`src/rtl/bitrev_pkg.sv`:
```
package bitrev_pkg;
  localparam int OP_W = 3;

  typedef enum logic [OP_W-1:0] {
    OP_CLZ     = 3'd0,
    OP_BREV    = 3'd1,
    OP_HSWAP   = 3'd2,
    OP_HSWAPSX = 3'd3,
    OP_BITREV  = 3'd4
  } op_e;
endpackage

```
`src/rtl/bitrev_lzc.sv`:
```
module bitrev_lzc #(
  parameter int W     = 32,
  parameter int CNT_W = $clog2(W + 1)
) (
  input  logic [W-1:0]     src,
  output logic [CNT_W-1:0] count
);
  logic found;

  always_comb begin
    count = CNT_W'(W);
    found = 1'b0;
    for (int i = W - 1; i >= 0; i--) begin
      if (!found && src[i]) begin
        count = CNT_W'(W - 1 - i);
        found = 1'b1;
      end
    end
  end
endmodule

```
`src/rtl/bitrev_bytes.sv`:
```
module bitrev_bytes #(
  parameter int W = 32
) (
  input  logic [W-1:0] src,
  output logic [W-1:0] word_rev,
  output logic [W-1:0] half_swap,
  output logic [W-1:0] half_swap_sx
);
  localparam int BW = 8;
  localparam int NB = W / BW;
  localparam int NH = W / (2 * BW);

  for (genvar b = 0; b < NB; b++) begin : g_word
    assign word_rev[b*BW +: BW] = src[(NB-1-b)*BW +: BW];
  end

  for (genvar h = 0; h < NH; h++) begin : g_half
    assign half_swap[h*2*BW      +: BW] = src[h*2*BW + BW +: BW];
    assign half_swap[h*2*BW + BW +: BW] = src[h*2*BW      +: BW];
  end

  assign half_swap_sx = {{(W - 2*BW){src[BW-1]}}, src[BW-1:0], src[2*BW-1:BW]};
endmodule

```
`src/rtl/bitrev_mirror.sv`:
```
module bitrev_mirror #(
  parameter int W = 32
) (
  input  logic [W-1:0] src,
  output logic [W-1:0] mirrored
);
  for (genvar i = 0; i < W; i++) begin : g_bit
    assign mirrored[i] = src[W-1-i];
  end
endmodule

```
`src/rtl/bitrev_unit.sv`:
```
module bitrev_unit
  import bitrev_pkg::*;
#(
  parameter int DATA_W = 32
) (
  input  logic              clk,
  input  logic              rst,
  input  logic              in_valid,
  input  logic [OP_W-1:0]   in_op,
  input  logic [DATA_W-1:0] in_src,
  output logic              out_valid,
  output logic [DATA_W-1:0] out_result
);
  localparam int CNT_W = $clog2(DATA_W + 1);

  logic [CNT_W-1:0]  lz_count;
  logic [DATA_W-1:0] word_rev;
  logic [DATA_W-1:0] half_swap;
  logic [DATA_W-1:0] half_swap_sx;
  logic [DATA_W-1:0] mirrored;
  logic [DATA_W-1:0] next_result;

  bitrev_lzc #(.W(DATA_W), .CNT_W(CNT_W)) u_lzc (
    .src   (in_src),
    .count (lz_count)
  );

  bitrev_bytes #(.W(DATA_W)) u_bytes (
    .src          (in_src),
    .word_rev     (word_rev),
    .half_swap    (half_swap),
    .half_swap_sx (half_swap_sx)
  );

  bitrev_mirror #(.W(DATA_W)) u_mirror (
    .src      (in_src),
    .mirrored (mirrored)
  );

  always_comb begin
    case (in_op)
      OP_CLZ:     next_result = {{(DATA_W - CNT_W){1'b0}}, lz_count};
      OP_BREV:    next_result = word_rev;
      OP_HSWAP:   next_result = half_swap;
      OP_HSWAPSX: next_result = half_swap_sx;
      OP_BITREV:  next_result = mirrored;
      default:    next_result = in_src;
    endcase
  end

  always_ff @(posedge clk) begin
    if (rst) begin
      out_valid  <= 1'b0;
      out_result <= '0;
    end else begin
      out_valid <= in_valid;
      if (in_valid) begin
        out_result <= next_result;
      end
    end
  end
endmodule

```
`config.mk`:
```
export PLATFORM = sky130hd
export DESIGN_NAME = bitrev_unit
export DESIGN_NICKNAME = d
export VERILOG_FILES = /design/src/rtl/bitrev_pkg.sv /design/src/rtl/bitrev_lzc.sv /design/src/rtl/bitrev_bytes.sv /design/src/rtl/bitrev_mirror.sv /design/src/rtl/bitrev_unit.sv
export SDC_FILE = /design/constraint.sdc
export NUM_CORES = 1
export LEC_CHECK = 0
export ABC_AREA = 1
export BUFFER_PORTS_ARGS = -buffer_cell sky130_fd_sc_hd__buf_2
export CAP_MARGIN = 20
export CORE_MARGIN = 2
export CORE_UTILIZATION = 33
export CTS_CLUSTER_SIZE = 30
export DETAILED_ROUTE_END_ITERATION = 8
export GPL_TIMING_DRIVEN = 1
export PLACE_DENSITY_LB_ADDON = 0.1
export RECOVER_POWER = 50
export SYNTH_ARGS = -nofsm -noshare
export SYNTH_HDL_FRONTEND = slang
export SYNTH_SLANG_ARGS = --single-unit
```
`constraint.sdc`:
```
create_clock -name clk -period 7.26 [get_ports clk]
set_input_delay 1.089 -clock clk [delete_from_list [all_inputs] [get_ports clk]]
set_output_delay 1.089 -clock clk [all_outputs]
set_load 0.02 [all_outputs]
```
### Word level (Yosys, flattened, before mapping)

Cells that the tools add are included.

| word-level totals | value |
|---|---|
| register bits | 33 |
| output and inout port bits | 33 |

| cells by class | value |
|---|---|
| mux-type cells | 64 |
| reduce and logical (&&, ||, !) cells | 63 |
| eq/ne operators | 4 |

Operators with widths:

| cell | number |
|---|---|
| $mux 6 | 32 |
| $pmux 32 s5 | 1 |
| $logic_and 1x1->1 | 31 |
| $logic_not 1->1 | 31 |
| $mux 1 | 31 |
| $eq 3x2->1 const B | 2 |
| $eq 3x1->1 const B | 1 |
| $eq 3x3->1 const B | 1 |
| $logic_not 3->1 | 1 |

### Depth between registers and ports, before layout

| logic depth | value |
|---|---|
| depth after elaboration | 95 |
| mapped depth | 21 |
| depth with buffers taken out | 21 |

### Cells and area by module

A second synthesis with hierarchy kept.

| second synthesis, totals | value |
|---|---|
| cells, all modules | 714 |
| area total of the unflattened synthesis | 4369.2 um^2 |

Modules (own cells, without submodules):

| module | area an instance (um^2) | cells each | seq. area each (um^2) | times used |
|---|---|---|---|---|
| bitrev_unit | 2758.9 | 480 | 660.6 | 1 |
| bitrev_bytes | 720.7 | 96 | 0.0 | 1 |
| bitrev_lzc | 649.4 | 106 | 0.0 | 1 |
| bitrev_mirror | 240.2 | 32 | 0.0 | 1 |

### Worst setup path after synthesis

OpenSTA, ideal clock, no wires.

| timing | value |
|---|---|
| path type | input -> register |
| start point | in in_src[28] |
| end point | reg out_result[3] |
| arrival time | 3090 ps |
| setup slack | 4101 ps |
| library setup time | 69 ps |
| stages on the path | 21 |
| path buffers | 0 |
| cell sequence | nor2_2 > nand3_1 > nor2_2 > nand4_1 > nor2_2 > nand4_2 > nor2_4 > nand4_4 > nor2_4 > nand4_4 > nor2_4 > nand4_2 > nor2_2 > nand4_2 > nor2_2 > o21ai_2 > nand2_1 > nand2_1 > nand2_1 > nand2_1 > a21oi_2 |

| between the ends | value |
|---|---|
| cells in the longest elaborated chain, start to end | 87 |
| elaborated cells between the ends (all ways) | 115 |
| classes of those cells | mux (58); reduce/logical (57) |

RTL lines:

| element | line | text |
|---|---|---|
| start: declaration | bitrev_unit.sv:10 | `input logic [DATA_W-1:0] in_src,` |
| $logic_and 1x1->1 | bitrev_lzc.sv:14 | `if (!found && src[i]) begin` |
| $mux 1 | bitrev_lzc.sv:14 |  |
| $logic_not 1->1 | bitrev_lzc.sv:14 |  |
| $logic_and 1x1->1 | bitrev_lzc.sv:14 |  |
| $mux 1 | bitrev_lzc.sv:14 |  |
| $logic_not 1->1 | bitrev_lzc.sv:14 |  |
| $logic_and 1x1->1 | bitrev_lzc.sv:14 |  |
| $mux 1 | bitrev_lzc.sv:14 |  |
| [... 71 more ...] | - |  |
| $mux 1 | bitrev_lzc.sv:14 |  |
| $logic_not 1->1 | bitrev_lzc.sv:14 |  |
| $logic_and 1x1->1 | bitrev_lzc.sv:14 |  |
| $mux 1 | bitrev_lzc.sv:14 |  |
| $logic_not 1->1 | bitrev_lzc.sv:14 |  |
| $logic_and 1x1->1 | bitrev_lzc.sv:14 |  |
| $mux 6 | bitrev_lzc.sv:14 |  |
| $pmux 32 s5 (*) | bitrev_unit.sv:41 | `case (in_op)` |
| end signal: assignment | bitrev_unit.sv:58 | `out_result <= next_result;` |
| end: declaration | bitrev_unit.sv:12 | `output logic [DATA_W-1:0] out_result` |

Every way passes the cells marked *; elsewhere a longest branch is shown, timed or not.
A chain may end at the register's enable or synchronous reset.

### Worst setup path in the final report

| timing | value |
|---|---|
| start point | in in_src[28] |
| end point | reg out_result[2] |

| between the ends | value |
|---|---|
| cells in the longest elaborated chain, start to end | 87 |
| elaborated cells between the ends (all ways) | 115 |
| classes of those cells | mux (58); reduce/logical (57) |

RTL lines:

| element | line |
|---|---|
| $logic_and 1x1->1 (*) | bitrev_lzc.sv:14 |
| $mux 1 | bitrev_lzc.sv:14 |
| $logic_not 1->1 | bitrev_lzc.sv:14 |
| $logic_and 1x1->1 | bitrev_lzc.sv:14 |
| $mux 1 | bitrev_lzc.sv:14 |
| $logic_not 1->1 | bitrev_lzc.sv:14 |
| $logic_and 1x1->1 | bitrev_lzc.sv:14 |
| $mux 1 | bitrev_lzc.sv:14 |
| [... 71 more ...] | - |
| $mux 1 | bitrev_lzc.sv:14 |
| $logic_not 1->1 | bitrev_lzc.sv:14 |
| $logic_and 1x1->1 | bitrev_lzc.sv:14 |
| $mux 1 | bitrev_lzc.sv:14 |
| $logic_not 1->1 | bitrev_lzc.sv:14 |
| $logic_and 1x1->1 | bitrev_lzc.sv:14 |
| $mux 6 (*) | bitrev_lzc.sv:14 |
| $pmux 32 s5 (*) | bitrev_unit.sv:41 |

Marks and branches as above.

==> results by group <==
Global routing
  – Largest net degree at the start of global routing: between 40 and 50
  – GRT Total Usage: 0.246
  – Vias in the first global route: between 2,000 and 3,000
  – Gr ovfl total: 0
  – Initial antenna violation count: 0
  – First-pass GRT wire length: ~16,000 µm

Floorplan
  – Die X-Extent: ~90 µm
  – Rows: 31
  – Die area: 0.00822 mm²
  – Die Y: roughly 90 µm
  – Initial Utilization: 0.342
  – Core Box Area: between 0.007 and 0.008 mm²
  – # IOs: between 70 and 80

Synth
  – Synth area leaders: dfxtp_1 27%, nand2_1 10%, o21ai_0 8.9%, inv_1 7.0%, a21oi_1 6.7%
  – Syn_nets: 423
  – Top cell type's share of synthesized area: 0.267
  – Yosys top cell by area: dfxtp_1
  – Number of flops mapped to enable cells by yosys: 0
  – Sequential-to-total area share from yosys stat: 0.267
  – Syn Inst Count: slightly below 400
  – Post-synth ARST share: 0
  – Avg Cell Area, Syn: ~6.4 µm²
  – Number of synthesized register bits: 33
  – Yosys warnings: 0
  – Count of different cell masters after synthesis: 29
  – Most frequent cells after synthesis: 67 x nand2_1, 46 x inv_1, 44 x o21ai_0
  – Most frequent cell after synthesis: nand2_1
  – Ys flop type: dfxtp_1
  – Mapped cell area: ~0.0025 mm²

Placed design
  – Placed cells: 536
  – RD Place Congestion: slightly below 1
  – Place WS: ~3.5 ns
  – DP Area: 0.00289 mm²
  – Detailed-placement wirelength estimate: 7640 µm
  – Port bufs: 70

Worst setup path
  – Worst setup SP type: input pin
  – Chain of cells forming the critical path: buf_2 > nor2_2 > nand2_1 > nor2_2 > nand4_1 > nor2_2 > nand4_1 > nor2_1 > nand4_1 > nor2_1 > nand4_1 > nor2_1 > nand4_1 > nor2_1 > nand4_1 > a21oi_1 > nor2_1 > nand2_1 > nand2_1 > nand2_1 > nand2_1 > a21oi_2
  – Worst-path fanout max: 6
  – Buffers & Inverters on Critical Path: 1
  – Reg2reg setup slack: 6.60 ns
  – Cell family contributing the most delay on the critical path: simple AND/OR/NAND/NOR gates
  – Crit-path slowest cell: a21oi_1
  – Reg-to-Reg Start: out_result[11]
  – Crit. End Element: flip-flop
  – Worst path arrival time: around 3.8 ns
  – R2R cell count: 2
  – WP data required: 7.49 ns
  – Top cell by count, worst path: nand4_1
  – CP peak stage delay: approximately 0.23 ns
  – Crit path kind: input pin to flip-flop
  – RR Endpoint: out_result[11]

STA
  – Layout Skew: 0 ns
  – Final hold violations: 0
  – Final worst path period need: 3.54 ns
  – Worst setup margin: roughly 3.7 ns
  – Slew Viols, Final: 0
  – Hold_ws: between 0.4 and 0.5 ns
  – Setup TNS: 0 ns
  – Worst Tran Pin Value: between 0.9 and 1 ns
  – Final setup viols: 0
  – Final Cycle Share: 0.488
  – RSZ-0062 raised after global routing: no
  – Rel. slew slack: 0.341
  – Top achievable clock speed: around 0.28 GHz

Outcome
  – Status: finished clean

Layout
  – Share of cells above drive strength 1: 0.153
  – Area Overhead vs Synth: 20.4%
  – Final cell count without fillers: 544
  – Post-route cell area: 0.00299 mm²
  – Post-Route Utilization: 0.412
  – Nets: ~480
  – Inserted Diodes: 0
  – Fill cells: 863

Power and ir drop
  – Power Total: 0.552 mW
  – Worst vdd ir: between 0.1 and 0.15 mV
  – Pleak: around 1.2 nW
  – Pwr dens: between 150 and 200 mW/mm²

Clock tree
  – Hold_buf cts: 0
  – H-tree Lvls: 2
  – Cts repair resizes: 0
  – Clk_lat worst skew: between 0.2 and 0.3 ns
  – Root Buffer: clkbuf_8
  – Setup bufs post-CTS: 0
  – CTS Buf Count: 5
  – CTS Buffer Depth: 2
  – CTS tree: done
  – # clock sinks: 33
  – Clk pin slew, worst setup/hold paths: around 0.080 ns

Routing
  – DR vias/cell: approximately 5.8
  – Total Wirelength: 10,100 µm
  – Routed Antenna Nets: 0
  – DRC: 0
  – Pre-antenna DRT Iters: 5
  – Routed length per placed instance: about 19 µm
  – Vias: 3,139
  – DRT iter0 DRCs: 368

Worst hold path
  – Hold path cells: 2
  – Hold Crit Start: out_result[30]
  – WHS Endpoint: out_result[30]
  – Hold Path Class: flip-flop to flip-flop

Flow run
  – Max cap viols: 0
sequential cells by signal, summed over array words and instances, names as in the netlist:
name / flops
out_result: 32
out_valid: 1
worst register-to-register path, cell delays in order, from the launching register on:
cell     delay, ns
dfxtp_1       0.32
o21ai_0       0.15
a31oi_1       0.06
report_power, final:
part / total [mW] / leakage, nW / switching, mW / internal [mW]
Clock: 0.214 / 0.0681 / 0.0774 / 0.137
Combinational: 0.139 / 0.895 / 0.0999 / 0.0388
Sequential: 0.200 / 0.273 / 0.00581 / 0.194
Total: 0.552 / 1.24 / 0.183 / 0.369
worst max-delay path by stage:
stage	start	to	slack, ns	depth (start not counted)
after global placement	in_src[28]	out_result[2]	3.49	22
final	in_src[28]	out_result[2]	3.72	22
after detailed placement	in_op[2]	out_result[29]	3.49	6
after floorplan	in_src[28]	out_result[3]	4.10	21
after CTS	in_src[28]	out_result[2]	3.78	22
after global routing	in_src[28]	out_result[2]	3.39	22
layout make-up:
type | count | area [µm²] | area share
clock buffer | 5 | 68.8 | 0.0231
clock inverter | 3 | 65.1 | 0.0218
inverter | 48 | 180 | 0.0604
multi-input combinational | 284 | 1560 | 0.523
sequential | 33 | 661 | 0.221
tap | 99 | 124 | 0.0415
timing repair buffer | 72 | 324 | 0.109
cells in the final DEF (no fill, tap or decap):
master / count
a221oi_1: 4
bufinv_16: 2
clkinv_2: 1
clkbuf_8: 5
o2111ai_1: 4
o21ai_0: 44
nor2_4: 3
o31ai_1: 1
o211ai_1: 3
o22ai_1: 24
nor2_1: 32
clkbuf_1: 33
o41ai_1: 1
nor2_2: 8
dfxtp_1: 33
inv_1: 46
and3_1: 1
nor3_1: 2
buf_2: 37
o221ai_1: 16
nor4_1: 1
a21oi_2: 4
o21a_1: 1
buf_4: 2
nand3_1: 10
nand4_2: 3
nand2_1: 67
nand4_4: 2
a31oi_1: 10
o21ai_2: 1
clkinv_1: 2
a21oi_1: 33
nand4_1: 9
cells by family (layout without fill, tap and decap cells):
logic type,after synthesis,after routing,share of synthesized area
buffers and inverters,68,128,0.103
AOI/OAI and AO/OA,146,146,0.362
and+or+nand+nor,138,138,0.268
DFF,33,33,0.267
layer usage:
| metal | GRT usage | share of wire | vias up |
|---|---|---|---|
| met3 | 0.0434 | 0.078 | 32 |
| met1 | 0.327 | 0.44 | 1446 |
| li1 | - | - | 1492 |
| met5 | 0 | 0 | - |
| met4 | 0.0974 | 0.034 | 0 |
| met2 | 0.396 | 0.45 | 169 |
Note: power is estimated with default switching activity, not from simulation.
